--- config.mk ---
export PLATFORM = sky130hd
export DESIGN_NAME = desc_seq_engine
export DESIGN_NICKNAME = d
export VERILOG_FILES = /design/src/rtl/dseq_pkg.sv /design/src/rtl/dseq_match.sv /design/src/rtl/dseq_poll_timer.sv /design/src/rtl/dseq_loop_ctrs.sv /design/src/rtl/desc_seq_engine.sv
export SDC_FILE = /design/constraint.sdc
export NUM_CORES = 1
export LEC_CHECK = 0
export ABC_CLOCK_PERIOD_IN_PS = 3200
export CAP_MARGIN = 20
export CORE_MARGIN = 3
export CORE_UTILIZATION = 55
export CTS_BUF_LIST = sky130_fd_sc_hd__clkbuf_2
export CTS_CLUSTER_SIZE = 20
export DETAILED_ROUTE_END_ITERATION = 10
export PLACE_DENSITY_LB_ADDON = 0.08
export SYNTH_ARGS = -nofsm -noshare
export SYNTH_HDL_FRONTEND = slang
export SYNTH_SLANG_ARGS = --single-unit
--- constraint.sdc ---
create_clock -name clk -period 3.2 [get_ports clk]
set_clock_uncertainty 0.15 [all_clocks]
set_input_delay 0.96 -clock clk [delete_from_list [all_inputs] [get_ports clk]]
set_output_delay 0.96 -clock clk [all_outputs]
set_load 0.03 [all_outputs]
--- src/rtl/dseq_pkg.sv ---
package dseq_pkg;

    typedef enum logic [2:0] {
        OP_MOVE   = 3'd0,
        OP_WRITE  = 3'd1,
        OP_WAIT   = 3'd2,
        OP_JUMP   = 3'd3,
        OP_LOOP   = 3'd4,
        OP_POLL   = 3'd5,
        OP_BRANCH = 3'd6,
        OP_XFER   = 3'd7
    } dseq_op_e;

    typedef enum logic [3:0] {
        ST_IDLE,
        ST_FETCH_OP,
        ST_FETCH_ARG,
        ST_DISPATCH,
        ST_TGT_RD,
        ST_TGT_WR,
        ST_EVAL,
        ST_POLL_WAIT,
        ST_RETIRE
    } dseq_state_e;

    typedef struct packed {
        logic [2:0] btype;
        logic       andm;
        logic       csel;
        logic       stp;
        logic       irq;
        dseq_op_e   op;
    } dseq_hdr_t;

    localparam int MAX_ARGS = 4;
    localparam int AIW      = $clog2(MAX_ARGS);

    function automatic logic [2:0] arg_count(input logic [2:0] op);
        unique case (op)
            3'd0:                   return 3'd2;
            3'd1, 3'd2, 3'd7:       return 3'd3;
            3'd3, 3'd4:             return 3'd1;
            default:                return 3'd4;
        endcase
    endfunction

endpackage

--- src/rtl/dseq_match.sv ---
module dseq_match (
    input  logic [31:0] rd_i,
    input  logic [31:0] data_i,
    input  logic [31:0] mask_i,
    input  logic        and_mode_i,
    output logic        hit_o
);
    logic [31:0] same;

    always_comb begin
        same  = ~(rd_i ^ data_i);
        hit_o = and_mode_i ? ((~same & mask_i) == '0) : ((same & mask_i) != '0);
    end
endmodule

--- src/rtl/dseq_poll_timer.sv ---
module dseq_poll_timer #(
    parameter int PW = 16
) (
    input  logic          clk,
    input  logic          rst_n,
    input  logic          load_i,
    input  logic [PW-1:0] load_val_i,
    output logic          done_o
);
    logic [PW-1:0] cnt_q;

    always_ff @(posedge clk or negedge rst_n) begin
        if (!rst_n)              cnt_q <= '0;
        else if (load_i)         cnt_q <= load_val_i;
        else if (cnt_q != '0)    cnt_q <= cnt_q - 1'b1;
    end

    assign done_o = (cnt_q == '0);

    AST_TMR_DOWN: assert property (@(posedge clk) disable iff (!rst_n)
        (!load_i && cnt_q != '0) |=> (cnt_q == $past(cnt_q) - 1'b1));
endmodule

--- src/rtl/dseq_loop_ctrs.sv ---
module dseq_loop_ctrs #(
    parameter int CW = 16
) (
    input  logic          clk,
    input  logic          rst_n,
    input  logic          load_i,
    input  logic          load_sel_i,
    input  logic [CW-1:0] load_val_i,
    input  logic          dec_i,
    input  logic          dec_sel_i,
    output logic          nz_o
);
    localparam int NCTR = 2;

    logic [CW-1:0] cnt_q [NCTR];
    logic [NCTR-1:0] nz;

    for (genvar g = 0; g < NCTR; g++) begin : g_ctr
        always_ff @(posedge clk or negedge rst_n) begin
            if (!rst_n)
                cnt_q[g] <= '0;
            else if (load_i && load_sel_i == 1'(g))
                cnt_q[g] <= load_val_i;
            else if (dec_i && dec_sel_i == 1'(g))
                cnt_q[g] <= cnt_q[g] - 1'b1;
        end
        assign nz[g] = (cnt_q[g] != '0);

        AST_CTR_DEC: assert property (@(posedge clk) disable iff (!rst_n)
            (dec_i && dec_sel_i == 1'(g) && !load_i) |=> (cnt_q[g] == $past(cnt_q[g]) - 1'b1));
        AST_CTR_HOLD: assert property (@(posedge clk) disable iff (!rst_n)
            (!load_i && !(dec_i && dec_sel_i == 1'(g))) |=> $stable(cnt_q[g]));
    end

    assign nz_o = nz[dec_sel_i];
endmodule

--- src/rtl/desc_seq_engine.sv ---
module desc_seq_engine
    import dseq_pkg::*;
#(
    parameter int AW = 32,
    parameter int CW = 16,
    parameter int PW = 16
) (
    input  logic          clk,
    input  logic          rst_n,
    input  logic          start_i,
    input  logic [AW-1:0] start_addr_i,
    input  logic          sw_stop_i,
    input  logic          cnt_load_i,
    input  logic          cnt_sel_i,
    input  logic [CW-1:0] cnt_val_i,
    output logic          fetch_req_o,
    output logic [AW-1:0] fetch_addr_o,
    input  logic [31:0]   fetch_rdata_i,
    output logic          tgt_req_o,
    output logic          tgt_we_o,
    output logic [AW-1:0] tgt_addr_o,
    output logic [31:0]   tgt_wdata_o,
    input  logic [31:0]   tgt_rdata_i,
    output logic          irq_o,
    output logic          busy_o,
    output logic          unsup_o
);
    dseq_state_e   state_q, state_d;
    dseq_hdr_t     hdr_q;
    logic [AW-1:0] pc_q;
    logic [31:0]   args_q [MAX_ARGS];
    logic [AIW-1:0] aidx_q;
    logic [2:0]    nargs_q;
    logic [31:0]   rd_q;
    logic          unsup_q;

    logic          hit, ctr_nz, tmr_done, br_taken, loop_take, last_arg;

    dseq_match u_match (
        .rd_i       (rd_q),
        .data_i     (args_q[1]),
        .mask_i     (args_q[2]),
        .and_mode_i (hdr_q.andm),
        .hit_o      (hit)
    );

    dseq_loop_ctrs #(.CW(CW)) u_ctrs (
        .clk        (clk),
        .rst_n      (rst_n),
        .load_i     (cnt_load_i),
        .load_sel_i (cnt_sel_i),
        .load_val_i (cnt_val_i),
        .dec_i      (loop_take && !sw_stop_i),
        .dec_sel_i  (hdr_q.csel),
        .nz_o       (ctr_nz)
    );

    dseq_poll_timer #(.PW(PW)) u_tmr (
        .clk        (clk),
        .rst_n      (rst_n),
        .load_i     (state_q == ST_EVAL && hdr_q.op == OP_POLL),
        .load_val_i (args_q[3][PW-1:0]),
        .done_o     (tmr_done)
    );

    always_comb begin
        loop_take = (state_q == ST_DISPATCH) && (hdr_q.op == OP_LOOP) && ctr_nz;
        last_arg  = ({1'b0, aidx_q} == (nargs_q - 3'd1));
        unique case (hdr_q.btype)
            3'd0:    br_taken = hit;
            3'd1:    br_taken = !hit;
            default: br_taken = 1'b0;
        endcase
    end

    // next-state logic
    always_comb begin
        state_d = state_q;
        unique case (state_q)
            ST_IDLE:      if (start_i) state_d = ST_FETCH_OP;
            ST_FETCH_OP:  state_d = ST_FETCH_ARG;
            ST_FETCH_ARG: if (last_arg) state_d = ST_DISPATCH;
            ST_DISPATCH: begin
                unique case (hdr_q.op)
                    OP_WRITE, OP_POLL, OP_BRANCH: state_d = ST_TGT_RD;
                    default:                      state_d = ST_RETIRE;
                endcase
            end
            ST_TGT_RD:    state_d = (hdr_q.op == OP_WRITE) ? ST_TGT_WR : ST_EVAL;
            ST_TGT_WR:    state_d = ST_RETIRE;
            ST_EVAL:      state_d = (hdr_q.op == OP_POLL && !hit) ? ST_POLL_WAIT : ST_RETIRE;
            ST_POLL_WAIT: if (tmr_done) state_d = ST_TGT_RD;
            ST_RETIRE:    state_d = hdr_q.stp ? ST_IDLE : ST_FETCH_OP;
            default:      state_d = ST_IDLE;
        endcase
        if (sw_stop_i) state_d = ST_IDLE;
    end

    // state register
    always_ff @(posedge clk or negedge rst_n) begin
        if (!rst_n) state_q <= ST_IDLE;
        else        state_q <= state_d;
    end

    // datapath registers
    always_ff @(posedge clk or negedge rst_n) begin
        if (!rst_n) begin
            hdr_q   <= '0;
            pc_q    <= '0;
            aidx_q  <= '0;
            nargs_q <= '0;
            rd_q    <= '0;
            unsup_q <= 1'b0;
            for (int i = 0; i < MAX_ARGS; i++) args_q[i] <= '0;
        end else begin
            unique case (state_q)
                ST_IDLE: begin
                    if (start_i && !sw_stop_i) begin
                        pc_q    <= start_addr_i;
                        unsup_q <= 1'b0;
                    end
                end
                ST_FETCH_OP: begin
                    hdr_q.op    <= dseq_op_e'(fetch_rdata_i[2:0]);
                    hdr_q.irq   <= fetch_rdata_i[3];
                    hdr_q.stp   <= fetch_rdata_i[4];
                    hdr_q.csel  <= fetch_rdata_i[5];
                    hdr_q.andm  <= fetch_rdata_i[7];
                    hdr_q.btype <= fetch_rdata_i[10:8];
                    nargs_q     <= arg_count(fetch_rdata_i[2:0]);
                    aidx_q      <= '0;
                    pc_q        <= pc_q + 1'b1;
                end
                ST_FETCH_ARG: begin
                    args_q[aidx_q] <= fetch_rdata_i;
                    aidx_q         <= aidx_q + 1'b1;
                    pc_q           <= pc_q + 1'b1;
                end
                ST_DISPATCH: begin
                    unique case (hdr_q.op)
                        OP_JUMP:                  pc_q <= args_q[0][AW-1:0];
                        OP_LOOP:                  if (ctr_nz) pc_q <= args_q[0][AW-1:0];
                        OP_MOVE, OP_WAIT, OP_XFER: unsup_q <= 1'b1;
                        default: ;
                    endcase
                end
                ST_TGT_RD: rd_q <= tgt_rdata_i;
                ST_EVAL:   if (hdr_q.op == OP_BRANCH && br_taken) pc_q <= args_q[3][AW-1:0];
                default: ;
            endcase
        end
    end

    // outputs
    always_comb begin
        fetch_req_o  = (state_q == ST_FETCH_OP) || (state_q == ST_FETCH_ARG);
        fetch_addr_o = pc_q;
        tgt_req_o    = ((state_q == ST_TGT_RD) || (state_q == ST_TGT_WR)) && !sw_stop_i;
        tgt_we_o     = (state_q == ST_TGT_WR);
        tgt_addr_o   = args_q[0][AW-1:0];
        tgt_wdata_o  = args_q[1] | (rd_q & ~args_q[2]);
        irq_o        = (state_q == ST_RETIRE) && hdr_q.irq && !sw_stop_i;
        busy_o       = (state_q != ST_IDLE);
        unsup_o      = unsup_q;
    end

    AST_IDLE_QUIET: assert property (@(posedge clk) disable iff (!rst_n)
        !busy_o |-> !(fetch_req_o || tgt_req_o));
    AST_START_BUSY: assert property (@(posedge clk) disable iff (!rst_n)
        (start_i && !busy_o && !sw_stop_i) |=> busy_o);
    AST_WR_AFTER_RD: assert property (@(posedge clk) disable iff (!rst_n)
        (tgt_req_o && tgt_we_o) |-> $past(tgt_req_o && !tgt_we_o));
    AST_IRQ_PULSE: assert property (@(posedge clk) disable iff (!rst_n)
        irq_o |=> !irq_o);
    AST_IRQ_BUSY: assert property (@(posedge clk) disable iff (!rst_n)
        irq_o |-> busy_o);
    AST_SW_STOP_HALT: assert property (@(posedge clk) disable iff (!rst_n)
        sw_stop_i |=> !busy_o);
endmodule

==> impl_table.tex <==
\begin{tabular}{lr}
\hline
Metric & Value \\
\hline
\multicolumn{2}{l}{\textbf{Yosys}} \\
\quad Most frequent cell after synthesis & sky130\_fd\_sc\_hd\_\_dfrtp\_1 \\
\quad Synthesized instance count & 1262 \\
\quad Warnings from Yosys & 0 \\
\quad Number of synthesized flops with an enable pin & 0 \\
\quad Top cells by area in the synthesized netlist & sky130\_fd\_sc\_hd\_\_dfrtp\_1 48\%, sky130\_fd\_sc\_hd\_\_mux2\_2 14\%, sky130\_fd\_sc\_hd\_\_xnor2\_1 4.5\%, sky130\_fd\_sc\_hd\_\_nand2\_1 3.6\%, sky130\_fd\_sc\_hd\_\_o21ai\_0 2.3\% \\
\quad Count of state elements after synthesis & 260 \\
\quad Synthesized netlist net count & 1389 \\
\quad Share of the synthesized area in the top cell type & 48.0\% \\
\quad Cell type contributing the most total cell area after synthesis & sky130\_fd\_sc\_hd\_\_dfrtp\_1 \\
\quad Share of synthesized area occupied by flip-flops and latches & 48.0\% \\
\quad Ranking of synthesized cells by instance count & 260 x sky130\_fd\_sc\_hd\_\_dfrtp\_1, 166 x sky130\_fd\_sc\_hd\_\_mux2\_2, 129 x sky130\_fd\_sc\_hd\_\_nand2\_1, 69 x sky130\_fd\_sc\_hd\_\_xnor2\_1, 62 x sky130\_fd\_sc\_hd\_\_o21ai\_0 \\
\quad Post-synthesis async set-or-reset flop share & 100\% \\
\quad Synth Flop Type & sky130\_fd\_sc\_hd\_\_dfrtp\_1 \\
\quad Avg Inst Size Synth & 10.7 um2 \\
\quad Area of the mapped netlist & 0.0136 mm2 \\
\quad Netlist cell types & 69 \\
\multicolumn{2}{l}{\textbf{Clock tree}} \\
\quad Clock root buffer & sky130\_fd\_sc\_hd\_\_clkbuf\_2 \\
\quad H-tree depth & 3 \\
\quad Clock slew at the register clock pins of the worst setup and hold paths & 0.10 ns \\
\quad Total CTS buffers & 71 \\
\quad Number of clock sinks & 260 \\
\quad Clock insertion delay at the later pin of the skew report & 0.86 ns \\
\quad CTS tree & yes \\
\quad Clock tree buffer depth & 3 \\
\multicolumn{2}{l}{\textbf{Route}} \\
\quad First DRT Iteration DRCs & 976 \\
\quad Total wirelength of the detailed-routed design & 39200 um \\
\quad Number of remaining DRC errors & 0 \\
\quad Avg WL per Cell & 20.8 um \\
\quad Detail Route Antenna Nets & 0 \\
\quad Drt first pass iters & 8 \\
\quad Vias/cell & 6.00 \\
\quad Total via count in the routed design & 11300 \\
\multicolumn{2}{l}{\textbf{STA}} \\
\quad Setup repair after global routing missed its margin & yes \\
\quad Achievable Freq & 321 MHz \\
\quad Setup\_tns & 0 ns \\
\quad Count of pins over their slew limit & 0 \\
\quad Post-layout min period & 3.12 ns \\
\quad Transition time at the pin with the least slew margin & 0.850 ns \\
\quad Total of endpoints with negative setup slack in the final report & 0 \\
\quad Smallest hold slack & 0.337 ns \\
\quad Part of the cycle the worst path needs & 97.5\% \\
\quad Count of final hold-check violations & 0 \\
\quad Worst rel slew slack & 42.9\% \\
\multicolumn{2}{l}{\textbf{Hold path}} \\
\quad Class of the worst hold path & register to register \\
\quad Hold path depth & 2 \\
\multicolumn{2}{l}{\textbf{Critical path}} \\
\quad Register-to-register setup slack & 0.20 ns \\
\quad Startpoint of the lowest-slack register-to-register path & args\_q[65] \\
\quad Critical path capture point type & primary output \\
\quad Worst stage delay on the critical path & 0.73 ns \\
\quad Maximum fanout along the worst path & 8 \\
\quad Launching instance or port of the critical path & fetch\_addr\_o[16] \\
\quad Data required time of the worst path & 2.09 ns \\
\quad Start-to-end type of the worst setup path & register to primary output \\
\quad CP bufs+invs & 1 \\
\quad Kind of start point of the critical path & register \\
\quad Worst path top cell family by delay & buffers and inverters \\
\quad Capturing point of the worst reg2reg path & fetch\_addr\_o[27] \\
\quad Reg2reg path depth & 8 \\
\quad Cell depth of the worst setup path & 1 \\
\quad Worst endpoint data arrival time & 2.01 ns \\
\quad List of cells traversed by the critical path & clkdlybuf4s50\_1 \\
\quad Worst Setup EP & fetch\_addr\_o[16] \\
\quad CP max stage cell & sky130\_fd\_sc\_hd\_\_clkdlybuf4s50\_1 \\
\multicolumn{2}{l}{\textbf{Place}} \\
\quad Port buffer count & 219 \\
\quad Routability congestion estimate from global placement & 0.885 \\
\quad Number of placed cells counting well taps & 1748 \\
\quad Final HPWL from detailed placement & 28100 um \\
\multicolumn{2}{l}{\textbf{Floorplanning}} \\
\quad Chip width & 163 um \\
\quad Top-Level Pins & 220 \\
\quad Standard cell core area & 0.0238 mm2 \\
\quad Initial Utilization & 56.9\% \\
\quad Number of standard-cell rows in the floorplan & 56 \\
\quad Die Y-Extent & 163 um \\
\quad Die ar. & 0.0266 mm2 \\
\multicolumn{2}{l}{\textbf{Final layout}} \\
\quad Area added between synthesis and finish & 23.9\% \\
\quad Finished Layout Cells & 1880 \\
\quad Total number of nets in the final design & 1640 \\
\quad Number of fillers in the final layout & 1872 \\
\quad Final Core Density & 70.5\% \\
\quad Fraction of final layout cells sized beyond drive strength 1 & 24.2\% \\
\multicolumn{2}{l}{\textbf{GRT}} \\
\quad Vias in the first global route & 11400 \\
\quad Global routing usage on met1 & 41.0\% \\
\quad Global-route wire length before repair & 60700 um \\
\quad Most Used Layer, Global Route & met2 \\
\quad Residual overflow from global routing & 0 \\
\quad Met3 Track Usage GR & 5.76\% \\
\quad Pin count of the biggest net entering global routing & 68 \\
\quad Overall fraction of global-route tracks in use & 29.3\% \\
\quad Antenna violations before repair & 1 \\
\quad Met2 Use GR & 44.6\% \\
\multicolumn{2}{l}{\textbf{Power and ir drop}} \\
\quad Total leakage power & 7.42 nW \\
\quad Power density over the cells & 964 mW/mm2 \\
\quad Peak supply drop & 0.566 mV \\
\multicolumn{2}{l}{\textbf{Job}} \\
\quad Maximum Capacitance Violations & 0 \\
\multicolumn{2}{l}{\textbf{Run status}} \\
\quad Status & complete, no violations \\
\hline
\end{tabular}
==> layout make-up <==
type,instances,area (um2),area share (%)
Sequential cell,260,6510,38.7
Tap cell,319,399,2.38
Timing Repair Buffer,272,2650,15.8
Clock buffer,111,556,3.31
Antenna cell,1,2.50,0.0149
Multi-Input combinational cell,850,6380,37.9
Clock inverter,9,86.3,0.514
Inverter,58,220,1.31
==> where the power goes <==
part           switching, mW  internal (mW)  leakage, nW
clock network           1.37           1.06        0.503
logic                   4.16           3.49         3.77
registers               1.46           4.66         3.14
==> cells by family (layout without fill, tap and decap cells) <==
logic type,count (synthesis),after routing,synth area share (%)
compound gates,286,286,15.6
xor+xnor,83,83,5.36
fa+ha+maj,9,9,0.830
buf+inv,152,450,5.41
flops,260,260,48.0
mux,168,168,13.9
other cells,0,1,0
simple gates,304,304,10.9
==> layer usage <==
metal,wire length (um),vias to the layer above
met5,0,-
met2,17900,558
met4,1550,0
li1,-,5112
met3,3460,95
met1,16300,5524
==> worst min-delay path by stage <==
| stage | endpoint | from | slack (ns) |
|---|---|---|---|
| after floorplan | hdr_q[4] | hdr_q[4] | 0.30 |
| after global placement | hdr_q[4] | hdr_q[4] | 0.31 |
| after detailed placement | hdr_q[3] | hdr_q[3] | 0.32 |
| final | hdr_q[3] | hdr_q[3] | 0.34 |
| after global routing | hdr_q[3] | hdr_q[3] | 0.35 |
| after CTS | hdr_q[3] | hdr_q[3] | 0.34 |
==> state kept, by name, summed over array words and instances (netlist names) <==
| name | flops |
|---|---|
| args_q | 96 |
| fetch_addr_o | 32 |
| tgt_addr_o | 32 |
| hdr_q | 10 |
| unsup_o | 1 |
| nargs_q | 3 |
| rd_q | 32 |
| aidx_q | 2 |
| state_q | 4 |
| u_ctrs.cnt_q | 32 |
| u_tmr.cnt_q | 16 |
==> stage by stage <==
stage	power (mW)	cell area, um2	worst slack [ns]
6_report	16.2	16800	0.0808
5_1_grt	17.2	16800	-0.00752
4_1_cts	16.2	16700	-0.0106
3_5_place_dp	13.9	16000	-0.0188
3_3_place_gp	13.7	16000	-0.00501
2_1_floorplan	11.3	13600	0.282
==> timing repair <==
item	CTS	global route
setup buffers	7	3
cloned	0	0
hold buffers	1	0
gates resized for setup	55	24
hold endpoints to repair	62	0
endpoints found under the setup margin	41	16
pin swaps	0	2
==> layout by cell type (no fill, tap or decap), drive strengths merged, types with 12 or more instances in the layout <==
cell type      instances
clkbuf               112
nor2                  54
clkdlybuf4s50        165
o22ai                 16
a222oi                29
a21oi                 15
a21boi                12
mux2                 166
o21ai                 71
a221o                 19
nor3                  33
nor4                  15
a21o                  33
nand3                 17
dlymetal6s2s          12
buf                   57
xnor2                 69
xor2                  14
a31oi                 13
o31ai                 17
dlygate4sd2           36
nand2                129
inv                   59
dfrtp                260
No activity file was read; power rests on OpenSTA's default activity.
